--- src/rtl/alarm_pair_pin.sv ---
module alarm_pair_pin (
  input  logic       clk,
  input  logic       rst_n,
  input  logic       sec_tick,
  input  logic [5:0] t_sec,
  input  logic [5:0] t_min,
  input  logic [4:0] t_hour,
  input  logic [4:0] t_date,
  input  logic [3:0] t_month,
  input  logic [2:0] t_wday,
  input  logic       tap_1hz,
  input  logic       tap_4k,
  input  logic       tap_32k,
  input  logic       wr_en,
  input  logic [3:0] addr,
  input  logic [7:0] wdata,
  output logic [7:0] rdata,
  output logic       irq_fout
);
  localparam int NA = 2;
  localparam int NF = 6;
  localparam logic [5:0] FMASK [NF] = '{6'h3F, 6'h3F, 6'h1F, 6'h1F, 6'h0F, 6'h07};

  logic [5:0] val [NA][NF];
  logic [NF-1:0] fen [NA];
  logic [NA-1:0] arm, rpt, ie, flag, hit;
  logic [1:0] sel;
  logic [5:0] cur [NF];

  assign cur[0] = t_sec;
  assign cur[1] = t_min;
  assign cur[2] = {1'b0, t_hour};
  assign cur[3] = {1'b0, t_date};
  assign cur[4] = {2'b0, t_month};
  assign cur[5] = {3'b0, t_wday};

  wire       a_sel  = addr[3];
  wire [2:0] offs   = addr[2:0];
  wire       wr_st  = wr_en && addr == 4'd7;

  for (genvar a = 0; a < NA; a++) begin : g_alarm
    logic [NF-1:0] eq;
    for (genvar f = 0; f < NF; f++) begin : g_fld
      assign eq[f] = !fen[a][f] || (val[a][f] == cur[f]);
    end
    assign hit[a] = sec_tick && arm[a] && &eq;
  end

  always_ff @(posedge clk or negedge rst_n) begin
    if (!rst_n) begin
      for (int a = 0; a < NA; a++) begin
        for (int f = 0; f < NF; f++) val[a][f] <= '0;
        fen[a] <= '0;
      end
      arm  <= '0;
      rpt  <= '0;
      ie   <= '0;
      flag <= '0;
      sel  <= '0;
    end else begin
      for (int a = 0; a < NA; a++)
        if (hit[a] && !rpt[a]) arm[a] <= 1'b0;
      flag <= (wr_st ? (flag & ~wdata[NA-1:0]) : flag) | hit;
      if (wr_en) begin
        if (addr == 4'd15) sel <= wdata[1:0];
        else if (offs == 3'd6) begin
          arm[a_sel] <= wdata[0];
          rpt[a_sel] <= wdata[1];
          ie[a_sel]  <= wdata[2];
        end else if (offs < 3'd6) begin
          val[a_sel][offs] <= wdata[5:0] & FMASK[offs];
          fen[a_sel][offs] <= wdata[7];
        end
      end
    end
  end

  always_comb begin
    rdata = '0;
    if (addr == 4'd15)      rdata = {6'b0, sel};
    else if (addr == 4'd7)  rdata = {6'b0, flag};
    else if (offs == 3'd6)  rdata = {5'b0, ie[a_sel], rpt[a_sel], arm[a_sel]};
    else                    rdata = {fen[a_sel][offs], 1'b0, val[a_sel][offs]};
  end

  always_comb begin
    case (sel)
      2'b01:   irq_fout = tap_1hz;
      2'b10:   irq_fout = tap_4k;
      2'b11:   irq_fout = tap_32k;
      default: irq_fout = |(flag & ie);
    endcase
  end
endmodule


--- config.mk ---
export PLATFORM = sky130hd
export DESIGN_NAME = alarm_pair_pin
export DESIGN_NICKNAME = d
export VERILOG_FILES = /design/src/rtl/alarm_pair_pin.sv
export SDC_FILE = /design/constraint.sdc
export NUM_CORES = 1
export LEC_CHECK = 0
export BUFFER_PORTS_ARGS = -buffer_cell sky130_fd_sc_hd__buf_4
export CORE_UTILIZATION = 50
export CTS_CLUSTER_SIZE = 40
export DETAILED_ROUTE_END_ITERATION = 10
export GPL_TIMING_DRIVEN = 0
export PLACE_DENSITY = 0.7
export SLEW_MARGIN = 0
export SYNTH_ARGS = -nofsm -noshare
export SYNTH_HDL_FRONTEND = slang
export SYNTH_SLANG_ARGS = --single-unit
--- constraint.sdc ---
create_clock -name clk -period 4.19 [get_ports clk]
set_input_delay 0.2095 -clock clk [delete_from_list [all_inputs] [get_ports clk]]
set_output_delay 0.2095 -clock clk [all_outputs]
set_load 0.01 [all_outputs]
---- Word level (Yosys, flattened, before mapping) ----
Memory sizes are Yosys's and may differ from the RTL's.
Index checks and enable logic that the tools add are counted.
W data, S select, Z words.
storage, ports and cells
  flip-flop bits (word level) ............. 94
  bits in read-only memories .............. 48
  output and inout bits ................... 9
  memories kept ........................... 1
memory list
  name             words  bits a word  rd ports  clocked after memory_dff  wr ports  RTL line  source
  (no name shown)  8      6            1         0                         0         71        val[a_sel][offs] <= wdata[5:0] & FMASK[offs];
operators by class
  magnitude comparators ................... 9
  equal/unequal tests ..................... 18
  mux-type cells .......................... 44
  bitwise logic cells ..................... 9
  reductions and logical operators ........ 43
operators by type and width
  operator              number
  $mux W36              4
  $bwmux W72            1
  $mux W6               9
  $demux W36 S1         1
  $eq A6 B5 Y1          4
  $eq A6 B6 Y1          4
  $mux W8               3
  $bmux W6 S3           1
  $demux W6 S3          1
  $logic_not A1 Y1      14
  $bwmux W12            1
  $eq A6 B3 Y1          2
  $eq A6 B4 Y1          2
  $logic_or A1 B1 Y1    12
  $reduce_and A6 Y1     2
  $logic_and A1 B1 Y1   11
  $mux W1               11
  $mux W2               4
  $and A6 B6 Y6         1
  $bwmux W2             3
  $demux W6 S1          1
  $and A2 B2 Y2         2
  $eq A2 B2 Y1 const B  2
  $eq A4 B3 Y1 const B  1
  other kinds (25)      26

---- Depth between registers and ports, before layout ----
Gate-level depths: netlist (run 1).
  word-level depth ........................ 10
  mapped depth ............................ 8
  mapped depth without buffers ............ 6

---- Worst setup path after synthesis (run 1) ----
Ideal clock, no wire load.
  path kind ............................... register to output
  start ................................... register val[6] (netlist bit)
  end ..................................... output rdata[0]
  arrival time ............................ 1.547 ns
  data required time ...................... 3.980 ns
  slack ................................... 2.434 ns
  stages on the path, launching flop included .. 4
  buffers on the path ..................... 0
  cells stage by stage .................... dfrtp_1 mux4_1 mux4_2 a32o_1
on the way
  longest elaborated chain between the ends .. 9
RTL lines
  item                                          RTL line  source
  start: declaration                            24        logic [5:0] val [NA][NF];
  start signal: indexed assignment              71
  $mux W36 (not written as such) (3 in series)  83        else rdata = {fen[a_sel][offs], 1'b0, val[a_sel][offs]};
  $bmux W6 S3                                   83
  $mux W6 (not written as such) (2 in series)   83
  $mux W8                                       82        else if (offs == 3'd6) rdata = {5'b0, ie[a_sel], rpt[a_sel], arm[a_sel]};
  $mux W8                                       81        else if (addr == 4'd7) rdata = {6'b0, flag};
  $mux W8                                       80        if (addr == 4'd15) rdata = {6'b0, sel};
  end: declaration                              17        output logic [7:0] rdata,
No other way between the ends. The select of a mux whose other input is x is not followed.

---- Worst setup path after layout (run 1) ----
  start ................................... input addr[0]
  end ..................................... output rdata[4]
on the way
  longest elaborated chain between the ends .. 7
  elaborated cells between the ends (all ways) .. 10
RTL lines
  item                                         RTL line  source
  start: declaration                           15        input logic [3:0] addr,
  $not A3 Y4 (not written as such)             83
  $bmux W6 S3                                  83
  $mux W6 (not written as such) (2 in series)  83
  $mux W8                                      82
  $mux W8                                      81
  $mux W8 *                                    80
Mark *: on every way between the ends. The rest lies on a longest branch, timed or not. The select of a mux whose other input is x is not followed.

==> out/qor.txt, run 1 <==
Status = completed
PD cells = 450 nW/um^2
Min Tclk post-route = 2.49 ns
Total core area = 9820 sq um
Clock insertion delay at the later pin of the skew report = 0.38 ns
Via density per instance = 5.92
Ys flop type = dfrtp_1
Die W = 103 um
Via count = 3643
Data arrival time of the critical path = 2.28 ns
Reg2Reg Launch Point = val[43]$_DFFE_PN0P_
Layout cells sized above 1 = 34.2%
# rows = 36
P_leak = 2.56 nW
Total Routing Usage GR = 27.2%
Final period utilization = 59.4%
CTS tree = built
Final ANT Viol Nets = 0
Fin Setup TNS = 0 ns
Net Sw Power = 795 uW
Most common cell after layout, fill and taps aside = dfrtp_1
CTS root buf = clkbuf_8
Gpl congestion = 0.901
DIE AREA = 10600 sq um
Initial DRC Count = 254
Antenna violations before repair = 0
Skew final = 0.0150 ns
Final Slew Violations = 0
Initial Util = 52.0%
First-pass GRT wire length = 20300 um
Unrepaired setup endpoints after global routing = no
Crit Path Max Fanout = 10
Global route overflow = 0
Hold Path Class = primary input to asynchronous set/reset pin
Req. time, crit path = 3.98 ns
1st-pass router iterations = 5
Post-Syn Nets = 462
Sequential share of power = 47.4%
Post-Synthesis Cells = 414
Largest net degree at the start of global routing = 95
Slew headroom = 19.5%
Crit Path Category = primary input to output port
Most frequent cells in the layout = dfrtp_1, mux2_2, buf_4
Hold Vio Cnt, Final = 0
H-tree levels = 3
Io pins = 57
Gate power share = 25.5%
Max-cap violations = 0
Yosys warns = 0
Vias in the first global route = 3657
Die height = 103 um
Number of synthesized flops with an enable pin = 0
Max IR drop VDD = 0.281 mV
Async SR Flop Fraction = 100%
DR WL/cell = 21.7 um
Area growth, synth to finish = 15.5%
# DRC = 0
TritonCTS Buffers = 9
Clock Power Share = 27.0%
Syn Area/Cell = 12.3 sq um
Port Buffers = 52
Netlist cell types = 36
Switching fraction of total power = 29.9%
Post-detail-place hpwl = 9640 um
Peak Freq = 402 MHz
Setup crit start = addr[0]
Worst-Margin Slew = 1.21 ns
P_int = 1.86 mW
Post-CTS Resized = 0
CTS Hold Bufs = 0
Cell Area, Synth = 5110 sq um
Sequential area share after synthesis = 46.0%
# Post-CTS Setup Buffers = 0
Startpoint types = primary input
Tot Pwr = 2.66 mW
Routed wire length = 13400 um
Clock-pin slew of the registers on the worst-case setup and hold paths = 0.09 ns
Clock Tree Buf Depth = 2
Clock sinks = 94
Synthesized flop and latch total = 94
Number of diodes = 0
Fin nets = 525
Setup Viol. Count Final = 0
Nature of the critical path endpoint = output port
registers in the layout (all words and copies together), names as in the netlist:
signal / cells
val: 72
fen: 12
arm: 2
flag: 2
ie: 2
rpt: 2
sel: 2
kinds of logic after synthesis:
logic type	after synthesis	synth area share, %
AND/OR/NAND/NOR	93	9.35
XOR/XNOR	55	9.43
buffers and inverters	28	2.74
other	1	0.0734
flip-flops	94	46.0
multiplexers	101	27.0
AO/OA/AOI/OAI	42	5.36
area by class of cell:
type | count | area (sq um)
Fill cell | 846 | 3920
Multi-Input combinational cell | 292 | 2620
Sequential cell | 94 | 2350
Timing Repair Buffer | 52 | 390
Tap cell | 133 | 166
Clock buffer | 9 | 124
Clock inverter | 7 | 113
Buffer | 20 | 110
Inverter | 8 | 30.0
power by group through the flow:
stage | logic (mW) | registers, mW | clock network (mW)
final | 0.679 | 1.26 | 0.718
after global placement | 0.659 | 1.27 | 0
after detailed placement | 0.674 | 1.27 | 0
after CTS | 0.678 | 1.26 | 0.734
after global routing | 0.736 | 1.28 | 0.764
after floorplan | 0.468 | 1.22 | 0
layer usage:
metal  track usage (%)  vias to the layer above  wire length, um
met5                 0                        -                0
met4              10.1                        0              322
met3              6.03                       24              783
met2              44.2                      129             6500
met1              36.0                     1857             5750
li1                  -                     1633                -
worst max-delay path, cell delays in order:
cell and delay, ns:
buf_4 0.10, buf_2 0.27, buf_4 0.28, buf_2 0.33, mux4_2 0.37, mux2i_1 0.35, o22ai_1 0.17, buf_4 0.18
path summary, 6_finish.rpt:
path	endpoint	cells after the start	slack (ns)
worst min register to register	flag[0]$_DFF_PN0_	2	0.52
worst min-delay path	val[4]$_DFFE_PN0P_	1	0.06
worst max register to register	arm[0]$_DFF_PN0_	5	1.90
min in group clk	fen[5]$_DFFE_PN0P_	2	0.09
max in group asynchronous	ie[0]$_DFFE_PN0P_	1	3.34
worst max-delay path	rdata[4]	8	1.70
per-stage QoR:
stage          util (%)  worst slack (ns)  hold slack [ns]  cells  cell area [sq um]
4_1_cts            60.1              1.72           0.0842    615               5900
2_1_floorplan         -              2.43          -0.0861    414               5110
6_report           60.1              1.70           0.0575    615               5900
3_5_place_dp       57.7              1.72            0.477    599               5670
5_1_grt            60.1              1.65           0.0896    615               5900
3_3_place_gp       57.7              1.76            0.461    599               5670
synthesized netlist by cell type (6+ instances only):
library cell / n / share of area, %
buf_2: 7 / 0.69
clkbuf_1: 8 / 0.59
dfrtp_1: 94 / 46
inv_1: 8 / 0.59
mux2_2: 67 / 15
mux2i_1: 13 / 2.5
mux4_1: 6 / 3.1
mux4_2: 15 / 6.6
nand2_1: 24 / 1.8
nand2b_1: 7 / 0.86
nand4_1: 14 / 1.7
nor2_1: 15 / 1.1
nor2b_1: 12 / 1.5
o21ai_0: 16 / 1.6
o31ai_1: 10 / 1.5
xnor2_1: 41 / 7.0
xor2_1: 14 / 2.4
(Power assumes the default switching activity.)
==> run 2: changes to the inputs <==
==> constraint.sdc (replaced) <==
create_clock -name clk -period 2.4 [get_ports clk]
set_input_delay 0.12 -clock clk [delete_from_list [all_inputs] [get_ports clk]]
set_output_delay 0.12 -clock clk [all_outputs]
set_load 0.01 [all_outputs]
==> out/qor.txt, run 2 (synthesized netlist as in run 1, its figures left out) <==
Slowest stage cell, crit path = mux4_1
Via density per instance = 5.90 (-0.35%)
Biggest register = val
FF-to-FF End = arm[0]$_DFF_PN0_
Sequential Area = 2350 sq um (unchanged)
CTS tree = built
Total Routing Usage GR = 27.3% (+0.029 points)
Unrepaired setup endpoints after global routing = no
Most common cell after layout, fill and taps aside = dfrtp_1
Global route overflow = 0 (unchanged)
Max IR drop VDD = 0.489 mV (+74%)
Die W = 103 um (unchanged)
Number of diodes = 0 (unchanged)
Clock insertion delay at the later pin of the skew report = 0.39 ns (about the same)
1st-pass router iterations = 4 (-1)
Startpoint types = register
Post-CTS Resized = 0 (unchanged)
Vias in the first global route = 3665 (+0.22%)
Slew headroom = 20.2% (+0.68 points)
Multi-input gate area = 2620 sq um (unchanged)
CTS root buf = clkbuf_8
Max reg flops = 72 (unchanged)
Max incr delay on CP = 0.54 ns (+0.17 ns)
# DRC = 0 (unchanged)
Crit Path Max Fanout = 3 (-7)
Clock Tree Buf Depth = 2 (unchanged)
Io pins = 57 (unchanged)
Final ANT Viol Nets = 0 (unchanged)
R2R setup slack = 0.12 ns (-1.78 ns)
Final period utilization = 97.2%
# Post-CTS Setup Buffers = 0 (unchanged)
H-tree levels = 3 (unchanged)
P_leak = 2.57 nW (+0.33%)
Post-detail-place hpwl = 9640 um (unchanged)
Total core area = 9820 sq um (unchanged)
Crit Path Category = register to output port
PD cells = 785 nW/um^2 (+74%)
Antenna violations before repair = 0 (unchanged)
Tot Pwr = 4.65 mW (+75%)
Critical path, cell by cell = mux4_1, mux4_2, a32o_1, buf_4
Worst reg2reg path depth = 5 (unchanged)
Status = complete, but fails checks
# rows = 36 (unchanged)
WHS = -0.0372 ns (-0.0947 ns)
Setup Viol. Count Final = 0 (unchanged)
DR WL/cell = 21.6 um (-0.38%)
Area growth, synth to finish = 15.9%
Min Tclk post-route = 2.33 ns
Nature of the critical path endpoint = output port
Skew final = 0.0137 ns (-0.00134 ns)
Req. time, crit path = 2.28 ns (-1.70 ns)
Gpl congestion = 0.901 (unchanged)
TritonCTS Buffers = 9 (unchanged)
Fillers = 842 (-0.47%)
Port Buffers = 52 (unchanged)
Die height = 103 um (unchanged)
Initial DRC Count = 233 (-8.3%)
Failing checks = hold timing
Clock sinks = 94 (unchanged)
Clock-pin slew of the registers on the worst-case setup and hold paths = 0.10 ns (about the same)
Reg2Reg Launch Point = val[43]$_DFFE_PN0P_
Layout cells sized above 1 = 34.1% (-0.14 points)
Data arrival time of the critical path = 2.21 ns (-0.07 ns)
First-pass GRT wire length = 20400 um (+0.14%)
Peak Freq = 429 MHz
Hold Path Class = primary input to asynchronous set/reset pin
Fin nets = 527 (+0.38%)
Most frequent cells in the layout = dfrtp_1, mux2_2, buf_4
Initial Util = 52.0% (unchanged)
Routed wire length = 13300 um (about the same)
DIE AREA = 10600 sq um (unchanged)
Hold Vio Cnt, Final = 33 (+33)
Fin Setup TNS = 0 ns (unchanged)
Max-cap violations = 0 (unchanged)
Biggest regs = val x72, fen x12
Largest net degree at the start of global routing = 95 (unchanged)
Worst-Margin Slew = 1.20 ns (-0.0102 ns)
Via count = 3642 (-0.027%)
Final Slew Violations = 0 (unchanged)
[run 2: cell count changes in the layout (fill, tap and decap cells not counted), sizes merged]
cell,delta
dlygate4sd3,+2
[run 2: metrics by stage]
| step | hold slack, ns | instances | instance area, sq um | setup WS [ns] | utilization [%] |
|---|---|---|---|---|---|
| detailed placement | 0.387 | 599 | 5670 | 0.106 | 57.7 |
| CTS | 0.00223 | 617 | 5920 | 0.0779 | 60.3 |
| global route | 0.00767 | 617 | 5920 | 0.0131 | 60.3 |
| floorplan | -0.176 | 414 | 5110 | 0.733 | - |
| global placement | 0.371 | 599 | 5670 | 0.150 | 57.7 |
| finish | -0.0372 | 617 | 5920 | 0.0671 | 60.3 |
[run 2: timing repair]
item / 4_1_cts / 5_1_grt
endpoints found under the setup margin: 0 / 0
hold endpoints to repair: 6 / 0
hold buffers: 2 / 0
[run 2: worst max-delay path, delay by kind of cell (launching register included)]
kind                   cells  cell delay (ns)
buffers and inverters      1             0.14
DFF                        1             0.43
AOI/OAI and AO/OA          1             0.23
muxes                      2             1.03
[run 2: layout make-up]
class,instances,share of cell area (%)
timing repair buffer,54,6.93
inverter,8,0.507
clock inverter,7,1.90
multi-input combinational,292,44.2
clock buffer,9,2.09
buffer,20,1.86
sequential,94,39.7
tap,133,2.81
[run 2: routing by layer]
metal / wire [um] / global-route usage, % / up-vias
li1: - / - / 1638
met1: 5560 / 36.0 / 1847
met2: 6480 / 44.3 / 138
met3: 1010 / 6.03 / 19
met4: 303 / 10.1 / 0
met5: 0 / 0 / -
[run 2: worst max path at each step]
stage                     cells past startpoint  slack (ns)                start          endpoint
after global placement                        8        0.15              addr[0]          rdata[4]
after CTS                                     4        0.08   val[6]$_DFFE_PN0P_          rdata[0]
after global routing                          5        0.01  val[43]$_DFFE_PN0P_  arm[0]$_DFF_PN0_
after floorplan                               3        0.73   val[6]$_DFFE_PN0P_          rdata[0]
after detailed placement                      8        0.11              addr[0]          rdata[4]
final                                         4        0.07   val[6]$_DFFE_PN0P_          rdata[0]
[run 2: where the power goes]
group | internal, mW | total [mW] | leakage [nW] | switching [mW]
registers | 1.90 | 2.20 | 1.19 | 0.303
clock network | 0.686 | 1.26 | 0.119 | 0.576
logic | 0.671 | 1.18 | 1.26 | 0.514
total | 3.26 | 4.65 | 2.57 | 1.39
==> run 3: changes to the inputs <==
==> constraint.sdc (replaced) <==
create_clock -name clk -period 2.2 [get_ports clk]
set_input_delay 0.11 -clock clk [delete_from_list [all_inputs] [get_ports clk]]
set_output_delay 0.11 -clock clk [all_outputs]
set_load 0.01 [all_outputs]
==> out/qor.txt, run 3 (synthesized netlist as in run 1, its figures left out) <==
Status = complete, but fails checks
Failing checks = setup timing
Max reg flops = 72 (unchanged)
Largest net degree at the start of global routing = 95 (unchanged)
DIE AREA = 10600 sq um (unchanged)
Hold Path Class = primary input to register
Via count = 3637 (-0.14%)
DR WL/cell = 21.7 um (+0.29%)
Hold Vio Cnt, Final = 0 (-100%)
Final Slew Violations = 0 (unchanged)
Antenna violations before repair = 0 (unchanged)
H-tree levels = 3 (unchanged)
Unrepaired setup endpoints after global routing = yes
Crit Path Category = register to output port
TritonCTS Buffers = 9 (unchanged)
Net Sw Power = 1.54 mW (+10%)
Clock sinks = 94 (unchanged)
Number of diodes = 0 (unchanged)
Clock Tree Buf Depth = 2 (unchanged)
Port Buffers = 52 (unchanged)
FF-to-FF End = arm[0]$_DFF_PN0_
Clock Power Share = 26.8% (-0.4 points)
# rows = 36 (unchanged)
CTS root buf = clkbuf_8
Worst reg2reg path depth = 7 (+2)
Vias in the first global route = 3668 (+0.082%)
R2R setup slack = 0.16 ns (+0.04 ns)
Reg2Reg Launch Point = val[66]$_DFFE_PN0P_
Die W = 103 um (unchanged)
P_int = 3.59 mW (+10%)
Final core utilization = 61.0% (+0.65 points)
Initial DRC Count = 260 (+12%)
Fin Setup TNS = -0.0614 ns (-0.0614 ns)
Startpoint types = register
Gate power share = 26.4% (+0.9 points)
Skew final = 0.0172 ns (+0.00356 ns)
Io pins = 57 (unchanged)
Max IR drop VDD = 0.531 mV (+8.7%)
Peak Freq = 442 MHz
Final period utilization = 103%
Area growth, synth to finish = 17.2%
Setup Viol. Count Final = 1 (+1)
Biggest regs = val x72, fen x12
Gpl congestion = 0.901 (unchanged)
Data arrival time of the critical path = 2.15 ns (-0.06 ns)
Tot Pwr = 5.13 mW (+10%)
Initial Util = 52.0% (unchanged)
Switching fraction of total power = 30.0% (+0.052 points)
CTS tree = built
Nature of the critical path endpoint = output port
Total Routing Usage GR = 27.4% (+0.13 points)
Crit Path Max Fanout = 3 (unchanged)
1st-pass router iterations = 5 (+1)
Total core area = 9820 sq um (unchanged)
Final ANT Viol Nets = 0 (unchanged)
Max-cap violations = 0 (unchanged)
Slew headroom = 20.1% (-0.066 points)
P_leak = 2.59 nW (+0.80%)
Setup crit start = val[0]$_DFFE_PN0P_
Layout cells sized above 1 = 35.8% (+1.8 points)
Post-detail-place hpwl = 9640 um (unchanged)
Clock-pin slew of the registers on the worst-case setup and hold paths = 0.10 ns (about the same)
Worst setup endpoint = rdata[0]
Worst-Margin Slew = 1.20 ns (+0.000996 ns)
Sequential share of power = 46.8% (-0.6 points)
Min Tclk post-route = 2.26 ns
Die height = 103 um (unchanged)
# DRC = 0 (unchanged)
Most frequent cells in the layout = dfrtp_1, mux2_2, buf_4
Biggest register = val
WHS = 0.0237 ns (+0.0609 ns)
First-pass GRT wire length = 20500 um (+0.54%)
PD cells = 856 nW/um^2 (+9.1%)
Fin nets = 534 (+1.3%)
Most common cell after layout, fill and taps aside = dfrtp_1
Routed wire length = 13500 um (+1.4%)
Clock insertion delay at the later pin of the skew report = 0.38 ns (about the same)
Req. time, crit path = 2.09 ns (-0.19 ns)
Fillers = 843 (+0.12%)
Via density per instance = 5.83 (-1.3%)
Final WS setup = -0.0614 ns (-0.128 ns)
Global route overflow = 0 (unchanged)
run 3: changes by cell type in the layout (fill, tap and decap cells not counted):
cell,previous run,this run
buf_4,55,61
o41ai_1,2,1
mux2i_2,0,1
a21oi_1,3,2
mux4_2,15,18
a21oi_2,0,1
dlygate4sd3_1,2,4
mux4_1,6,3
buf_2,7,6
o41ai_2,0,1
mux2i_1,13,12
run 3: cell type report:
cell class / count / area [sq um] / area share, %
timing repair buffer: 61 / 468 / 7.82
buffer: 20 / 113 / 1.88
clock inverter: 7 / 113 / 1.88
inverter: 8 / 30.0 / 0.502
sequential: 94 / 2350 / 39.3
multi-input combinational: 292 / 2620 / 43.8
clock buffer: 9 / 124 / 2.07
tap: 133 / 166 / 2.78
run 3: metrics by stage:
step / instances / worst slack, ns / cell area [sq um]
4_1_cts: 621 / -0.0616 / 5960
6_report: 624 / -0.0614 / 5990
2_1_floorplan: 414 / 0.543 / 5110
3_3_place_gp: 599 / -0.0302 / 5670
3_5_place_dp: 599 / -0.0737 / 5670
5_1_grt: 624 / -0.0861 / 5990
run 3: worst max-delay path, stage by stage (launching register included):
cell and delay [ns]:
dfrtp_1 0.42, mux4_2 0.49, mux4_2 0.48, a32o_1 0.23, buf_4 0.14
run 3: layer usage:
layer	global-route usage, %	vias up	wire length (um)
met4	10.1	0	334
met2	44.1	126	6520
met5	0	-	0
met1	36.5	1845	5830
met3	6.03	22	849
li1	-	1644	-
run 3: worst min path at each step:
stage	startpoint	endpoint	depth (start not counted)
after global routing	wdata[2]	val[50]$_DFFE_PN0P_	2
after global placement	wdata[7]	fen[5]$_DFFE_PN0P_	2
after CTS	wdata[2]	val[50]$_DFFE_PN0P_	2
after detailed placement	wdata[7]	fen[5]$_DFFE_PN0P_	2
after floorplan	rst_n	arm[0]$_DFF_PN0_	0
final	wdata[2]	val[50]$_DFFE_PN0P_	2
run 3: timing repair:
action	4_1_cts	5_1_grt
resized for setup	5	2
hold buffers	4	0
hold endpoints to repair	17	0
setup buffers	2	3
setup endpoints to repair	4	3
run 3: power by group through the flow:
stage,Sequential [mW],Clock [mW],Combinational [mW]
floorplan,2.32,0,0.892
global placement,2.41,0,1.26
detailed placement,2.43,0,1.28
CTS,2.39,1.40,1.32
global route,2.44,1.46,1.46
finish,2.40,1.37,1.35
